===== config.mk =====
export PLATFORM = sky130hd
export DESIGN_NAME = xchg_sorter
export DESIGN_NICKNAME = d
export VERILOG_FILES = /design/src/rtl/xchg_sorter.sv
export SDC_FILE = /design/constraint.sdc
export NUM_CORES = 1
export LEC_CHECK = 0
export BUFFER_PORTS_ARGS = -buffer_cell sky130_fd_sc_hd__buf_4
export CAP_MARGIN = 20
export CORE_ASPECT_RATIO = 1.25
export CORE_MARGIN = 2
export CORE_UTILIZATION = 55
export DETAILED_ROUTE_END_ITERATION = 8
export GPL_ROUTABILITY_DRIVEN = 0
export PLACE_DENSITY_LB_ADDON = 0.12
export SLEW_MARGIN = 20
export SYNTH_ARGS = -nofsm -noshare
export SYNTH_HDL_FRONTEND = slang
export SYNTH_SLANG_ARGS = --single-unit

===== constraint.sdc =====
create_clock -name clk -period 3.1 [get_ports clk]
set_clock_uncertainty 0.2 [all_clocks]
set_input_delay 0 -clock clk [delete_from_list [all_inputs] [get_ports clk]]
set_output_delay 0 -clock clk [all_outputs]
set_load 0.005 [all_outputs]

===== src/rtl/xchg_sorter.sv =====
module xchg_sorter #(
  parameter int NUM_REGS = 4,
  parameter int DATA_W   = 4,
  parameter int ADDR_W   = $clog2(NUM_REGS)
) (
  input  logic              clk,
  input  logic              rst_n,
  input  logic              start,
  input  logic              wr_init,
  input  logic [ADDR_W-1:0] addr,
  input  logic [DATA_W-1:0] data_in,
  input  logic              rd_en,
  output logic [DATA_W-1:0] data_out,
  output logic              done
);

  localparam logic [ADDR_W-1:0] LAST_J = ADDR_W'(NUM_REGS - 1);
  localparam logic [ADDR_W-1:0] LAST_I = ADDR_W'(NUM_REGS - 2);

  typedef enum logic [3:0] {
    ST_IDLE, ST_LDA, ST_INCJ, ST_LDB, ST_CMP,
    ST_WRJ, ST_WRI, ST_RELA, ST_DONE
  } state_t;

  state_t state;
  logic [NUM_REGS-1:0][DATA_W-1:0] bank;
  logic [DATA_W-1:0] reg_a, reg_b, rd_bus, wdata;
  logic [ADDR_W-1:0] idx_i, idx_j, sel;
  logic [NUM_REGS-1:0] row_we;
  logic wr_en, j_end, i_end, b_lt_a, ext_sel;

  assign j_end   = (idx_j == LAST_J);
  assign i_end   = (idx_i == LAST_I);
  assign b_lt_a  = (reg_b < reg_a);
  assign ext_sel = (state == ST_IDLE) || (state == ST_DONE);

  always_comb begin
    if (ext_sel) sel = addr;
    else if (state == ST_LDB || state == ST_WRJ || state == ST_INCJ) sel = idx_j;
    else sel = idx_i;
  end

  assign rd_bus = bank[sel];
  assign wdata  = (state == ST_IDLE) ? data_in : ((state == ST_WRJ) ? reg_a : reg_b);
  assign wr_en  = (state == ST_IDLE && wr_init && !start) || state == ST_WRJ || state == ST_WRI;

  genvar g;
  generate
    for (g = 0; g < NUM_REGS; g++) begin : g_dec
      assign row_we[g] = wr_en && (sel == ADDR_W'(g));
    end
  endgenerate

  always_ff @(posedge clk) begin
    if (!rst_n) bank <= '0;
    else
      for (int r = 0; r < NUM_REGS; r++)
        if (row_we[r]) bank[r] <= wdata;
  end

  always_ff @(posedge clk) begin
    if (!rst_n) begin
      state <= ST_IDLE;
      idx_i <= '0;
      idx_j <= '0;
      reg_a <= '0;
      reg_b <= '0;
    end else begin
      unique case (state)
        ST_IDLE: begin
          idx_i <= '0;
          if (start) state <= ST_LDA;
        end
        ST_LDA: begin
          reg_a <= rd_bus;
          idx_j <= idx_i;
          state <= ST_INCJ;
        end
        ST_INCJ: begin
          idx_j <= idx_j + 1'b1;
          state <= ST_LDB;
        end
        ST_LDB: begin
          reg_b <= rd_bus;
          state <= ST_CMP;
        end
        ST_CMP:  state <= b_lt_a ? ST_WRJ : ST_RELA;
        ST_WRJ:  state <= ST_WRI;
        ST_WRI:  state <= ST_RELA;
        ST_RELA: begin
          reg_a <= rd_bus;
          if (!j_end) state <= ST_INCJ;
          else if (i_end) state <= ST_DONE;
          else begin
            idx_i <= idx_i + 1'b1;
            state <= ST_LDA;
          end
        end
        ST_DONE: if (!start) state <= ST_IDLE;
        default: state <= ST_IDLE;
      endcase
    end
  end

  assign done     = (state == ST_DONE);
  assign data_out = (rd_en && ext_sel) ? rd_bus : '0;

endmodule


**Word level (Yosys, flattened, before mapping)**

Index checks and enable logic that the tools add are counted.

- $add $sub $neg: 2
- Order comparisons: 2
- Eq/ne operators: 17
- Muxes and demuxes: 17
- Reduce and logical (&&, ||, !) cells: 20

Operators by type and width:

| operator | number |
|---|---|
| case mux 4 bit (9 select lines) | 1 |
| two-way mux 4 bit | 8 |
| equality test 4 x 3 -> 1 bit (second input constant) | 4 |
| two-way mux 2 bit | 5 |
| binary-select mux 4 bit (select 2 bit) | 1 |
| equality test 2 bit (second input constant) | 4 |
| equality test 4 x 2 -> 1 bit (second input constant) | 2 |
| inequality test 2 bit (second input constant) | 4 |
| case mux 2 bit (2 select lines) | 2 |
| logical AND 1 bit | 7 |
| logical OR 1 bit | 5 |
| adder 2 x 1 -> 2 bit (second input constant) | 2 |
| equality test 4 x 1 -> 1 bit (second input constant) | 1 |
| equality test 4 bit (second input constant) | 1 |
| zero test 4 bit | 1 |
| less-than comparator 4 bit | 1 |
| nonzero test 2 bit | 2 |
| less-than comparator 2 x 3 -> 1 bit (second input constant) | 1 |
| AND reduction 3 bit | 1 |
| equality test 2 x 1 -> 1 bit (second input constant) | 1 |
| zero test 2 bit | 1 |
| AND reduction 2 bit | 1 |
| OR reduction 2 bit | 1 |
| zero test 1 bit | 1 |

- Register bits after elaboration: 32
- Logic and storage cells: 67

**Depth between registers and ports, before layout**

- Depth in word-level cells: 8
- Gate-level depth with buffers: 8
- Gate-level depth less buffers: 7

**Worst setup path before layout**

OpenSTA, ideal clock, no wires.

- Kind: register to register
- From: register state[0]
- To: register reg_a[3]
- Data arrival time: 1.657 ns
- Setup slack: 1.110 ns
- Stages on the path, launching flop included: 9
- Buffers on the path: 2
- Cells stage by stage: dfxtp_1 > buf_6 > and4bb_1 > buf_6 > nor4_4 > o22a_4 > nor2_1 > a22oi_1 > a31oi_1

- Word-level cells in the longest chain between the ends: 7

Ends and longest elaborated chain:

| element | line | RTL |
|---|---|---|
| start, declared | 25 | `state_t state;` |
| start signal, assigned | 87 | `ST_CMP: state <= b_lt_a ? ST_WRJ : ST_RELA;` |
| equality test 4 x 2 -> 1 bit or equality test 4 x 3 -> 1 bit (tied branches) | 39 | `else if (state == ST_LDB \|\| state == ST_WRJ \|\| state == ST_INCJ) sel = idx_j;` |
| logical OR 1 bit (2 in a row) | 39 |  |
| two-way mux 2 bit | 39 |  |
| two-way mux 2 bit | 38 | `if (ext_sel) sel = addr;` |
| binary-select mux 4 bit (select 2 bit) | 43 | `assign rd_bus = bank[sel];` |
| two-way mux 4 bit (not written as such) | 43 |  |
| end signal, assigned | 75 | `reg_a <= rd_bus;` |
| end signal, assigned | 91 | `reg_a <= rd_bus;` |
| end, declared | 27 | `logic [DATA_W-1:0] reg_a, reg_b, rd_bus, wdata;` |

Parallel ways exist; a longest one is shown, timed or not. The select of a mux whose other input is x is not followed.
A chain may end at the register's enable or synchronous reset.

**Worst setup path after layout**

- From: register state[2]
- To: output port data_out[1]

- Word-level cells in the longest chain between the ends: 8

Ends and longest elaborated chain:

| element | line | RTL |
|---|---|---|
| equality test 4 x 2 -> 1 bit or equality test 4 x 3 -> 1 bit (tied branches) | 39 |  |
| logical OR 1 bit (2 in a row) | 39 |  |
| two-way mux 2 bit | 39 |  |
| two-way mux 2 bit | 38 |  |
| binary-select mux 4 bit (select 2 bit) | 43 |  |
| two-way mux 4 bit (not written as such) | 43 |  |
| two-way mux 4 bit * | 106 | `assign data_out = (rd_en && ext_sel) ? rd_bus : '0;` |
| end, declared | 13 | `output logic [DATA_W-1:0] data_out,` |

Mark *: on every way between the ends. The rest lies on a longest branch, timed or not. The select of a mux whose other input is x is not followed.

==> results.cfg <==
[setup_path]
reg2reg_to = reg_b[0]
critical_path_class = reg2out
arrival_ns = 2.63
rr_worst_depth = 6
start_kind = flip-flop
r2r-start = state[2]
worst-path-max-fanout = 16
end_kind = output port
required_ns = 2.90
r2r_setup_slack_ns = 0.56

[place]
dp_hpwl_um = 3260
place_area_mm2 = 0.00205
portBuffers = 15

[power_and_ir_drop]
switching_share_pct = 31.9
switchingPower_uw = 386
pwr_density_cell_mw_per_mm2 = 552
combPwrFrac_pct = 28.1
leakage_nw = 0.902
internal-power_uw = 823
seqPwrFrac_pct = 39.0
vdd_drop_max_v = 0.000470
clkPwrFrac_pct = 32.9

[timing]
fin_tns_setup_ns = 0
fmax_mhz = 354
worst_pin_slew_ns = 0.622
rsz0062_at_grt = false
finalCriticalPeriod_ns = 2.83
setup_viol = 0
period_share_pct = 91.2
max_slew_margin_pct = 58.2
slew_viol_final = 0
hold_ws_ns = 0.0477
finalHoldViolCount = 0

[die]
start_util_pct = 56.2
die_w_um = 56.9
core_mm2 = 0.00342
fp-row-count = 24
die-area_mm2 = 0.00399
chipHeight_um = 70.1
ios = 16

[clocking]
htreeDepth = 2
ctsLongestPathBuffers = 2
cts_tree = built
path_clk_slew_ns = 0.07
insertion_delay_ns = 0.30
cts-root-buf = clkbuf_8
post-cts-setup-buffers = 0
cts_made_buffers = 5
clkSinkCount = 32

[min_path]
hold_end = bank[3]
hold_depth = 5
hold_path_class = in2reg
worstHoldStart = data_in[3]

[outcome]
status = completed

[grt]
grt_antenna_before_repair = 0
grt_max_degree = 35
grt_first_pass_wirelength_um = 7430
overflow = 0
grt_pass1_vias = 1595
grt_use_total_pct = 23.9

[finish]
drive_above_1_share_pct = 19.4
area_growth_syn_to_layout_pct = 13.8
n_fill_cell = 308
final_cell_area_mm2 = 0.00219
antenna_cells = 0
nets = 247

[detailed_routing]
num_vias = 1624
finalWirelength_um = 4340
drt-initial-drc-count = 87
final_antenna_net_count = 0
vias_per_cell = 5.99
wl_per_cell_um = 16.0
route.detailed.drc = 0
first_pass_iters = 4

[yosys]
synth_cell_types = 50
synth-edff-count = 0
syn_inst = 214
ys_ff_latch = 32
yosysWarnings = 0
syn_area_mm2 = 0.00192
avgSynthCellArea_um2 = 8.99
syn_nets = 230
async_flop_share_pct = 0
ys_seq_area_share_pct = 33.3
ys.flop_type = dfxtp_1

[flow_run]
cap_violations = 0
-- cell families after synthesis --
kind of cell / after synthesis / synth area share, %
adders and majority gates: 5 / 3.25
muxes: 23 / 12.0
AOI/OAI and AO/OA: 52 / 21.6
buffers and inverters: 16 / 4.23
xor gates and xnor gates: 1 / 0.455
and+or+nand+nor: 85 / 25.2
DFF: 32 / 33.3
-- metrics by stage --
stage	util [%]	total power, mW	instances	setup WS, ns
after floorplan	-	0.738	214	1.11
after global placement	59.8	0.805	260	0.624
after detailed placement	59.8	0.814	260	0.582
after CTS	63.8	1.21	271	0.295
after global routing	64.0	1.27	271	0.0886
final	64.0	1.21	271	0.274
-- registers in the layout, summed over array words and instances (netlist names) --
register	count
state	4
bank	16
idx_i	2
reg_b	4
idx_j	2
reg_a	4
-- synthesized netlist by cell type (all sizes together) (2+ instances only) --
cell type / number / area (µm²)
a21o: 3 / 22.5
o21ai: 10 / 50.1
and2: 3 / 18.8
nor4: 3 / 33.8
buf: 6 / 43.8
o21a: 3 / 22.5
clkbuf: 5 / 18.8
a21oi: 9 / 45.0
a221oi: 2 / 35.0
nor3b: 2 / 20.0
nand2b: 2 / 12.5
inv: 5 / 18.8
dfxtp: 32 / 641
nand3: 4 / 40.0
o22ai: 5 / 50.1
nor4b: 2 / 17.5
mux2i: 23 / 230
a22oi: 5 / 56.3
a22o: 3 / 27.5
nor2b: 20 / 125
nand2: 22 / 82.6
a31oi: 4 / 25.0
ha: 5 / 62.6
a211oi: 3 / 27.5
nor3: 2 / 15.0
nor2: 19 / 71.3
-- repair_timing --
item,in CTS,in global routing
endpoints found under the setup margin,0,0
hold buffers,3,0
hold endpoints to repair,32,0
resized for setup,0,0
-- power by group through the flow --
stage	registers, mW	logic (mW)	clock network, mW
2_1_floorplan	0.462	0.276	0
3_3_place_gp	0.479	0.325	0
3_5_place_dp	0.480	0.334	0
4_1_cts	0.471	0.338	0.401
5_1_grt	0.475	0.379	0.419
6_report	0.471	0.340	0.398
-- final cells by class --
| class | instances | area, µm² | share of cell area [%] |
|---|---|---|---|
| tap | 39 | 48.8 | 2.23 |
| clock inverter | 2 | 35.0 | 1.60 |
| clock buffer | 6 | 72.6 | 3.31 |
| inverter | 5 | 18.8 | 0.857 |
| multi-input combinational | 166 | 1210 | 55.2 |
| timing repair buffer | 21 | 165 | 7.54 |
| sequential | 32 | 641 | 29.3 |
-- cell usage in the layout (no fill, tap or decap), types with 5 or more instances in the layout --
master and count:
dfxtp_1 32, mux2i_1 23, nand2_1 22, nor2b_1 20, nor2_1 19, buf_4 18
o21ai_0 10, a21oi_1 9, inv_1 5, ha_1 5, clkbuf_8 5
-- worst max-delay path: stages, from the launching register on --
cell and delay, ns:
dfxtp_1 0.66, and4bb_1 0.56, o21bai_2 0.16, a22oi_4 0.28, a21oi_1 0.12, a22o_1 0.29
nor2_1 0.13, buf_4 0.13
-- how the worst max path moves through the flow --
stage	from	to	slack (ns)	depth (start not counted)
after detailed placement	state[0]	bank[9]	0.58	5
final	state[2]	data_out[1]	0.27	7
after floorplan	state[0]	reg_a[3]	1.11	8
after global placement	state[0]	bank[1]	0.62	5
after CTS	state[2]	data_out[1]	0.30	7
after global routing	state[2]	data_out[0]	0.09	7
-- metal layers --
layer / GRT usage, % / vias to the layer above / share of wire, % / routed length, µm
met5: 0 / - / 0 / 0
met4: 10.1 / 0 / 2.2 / 96
met3: 4.81 / 11 / 4.3 / 186
met2: 42.5 / 43 / 51 / 2210
met1: 27.0 / 773 / 42 / 1840
li1: - / 797 / - / -
No activity file was read; power rests on OpenSTA's default activity.
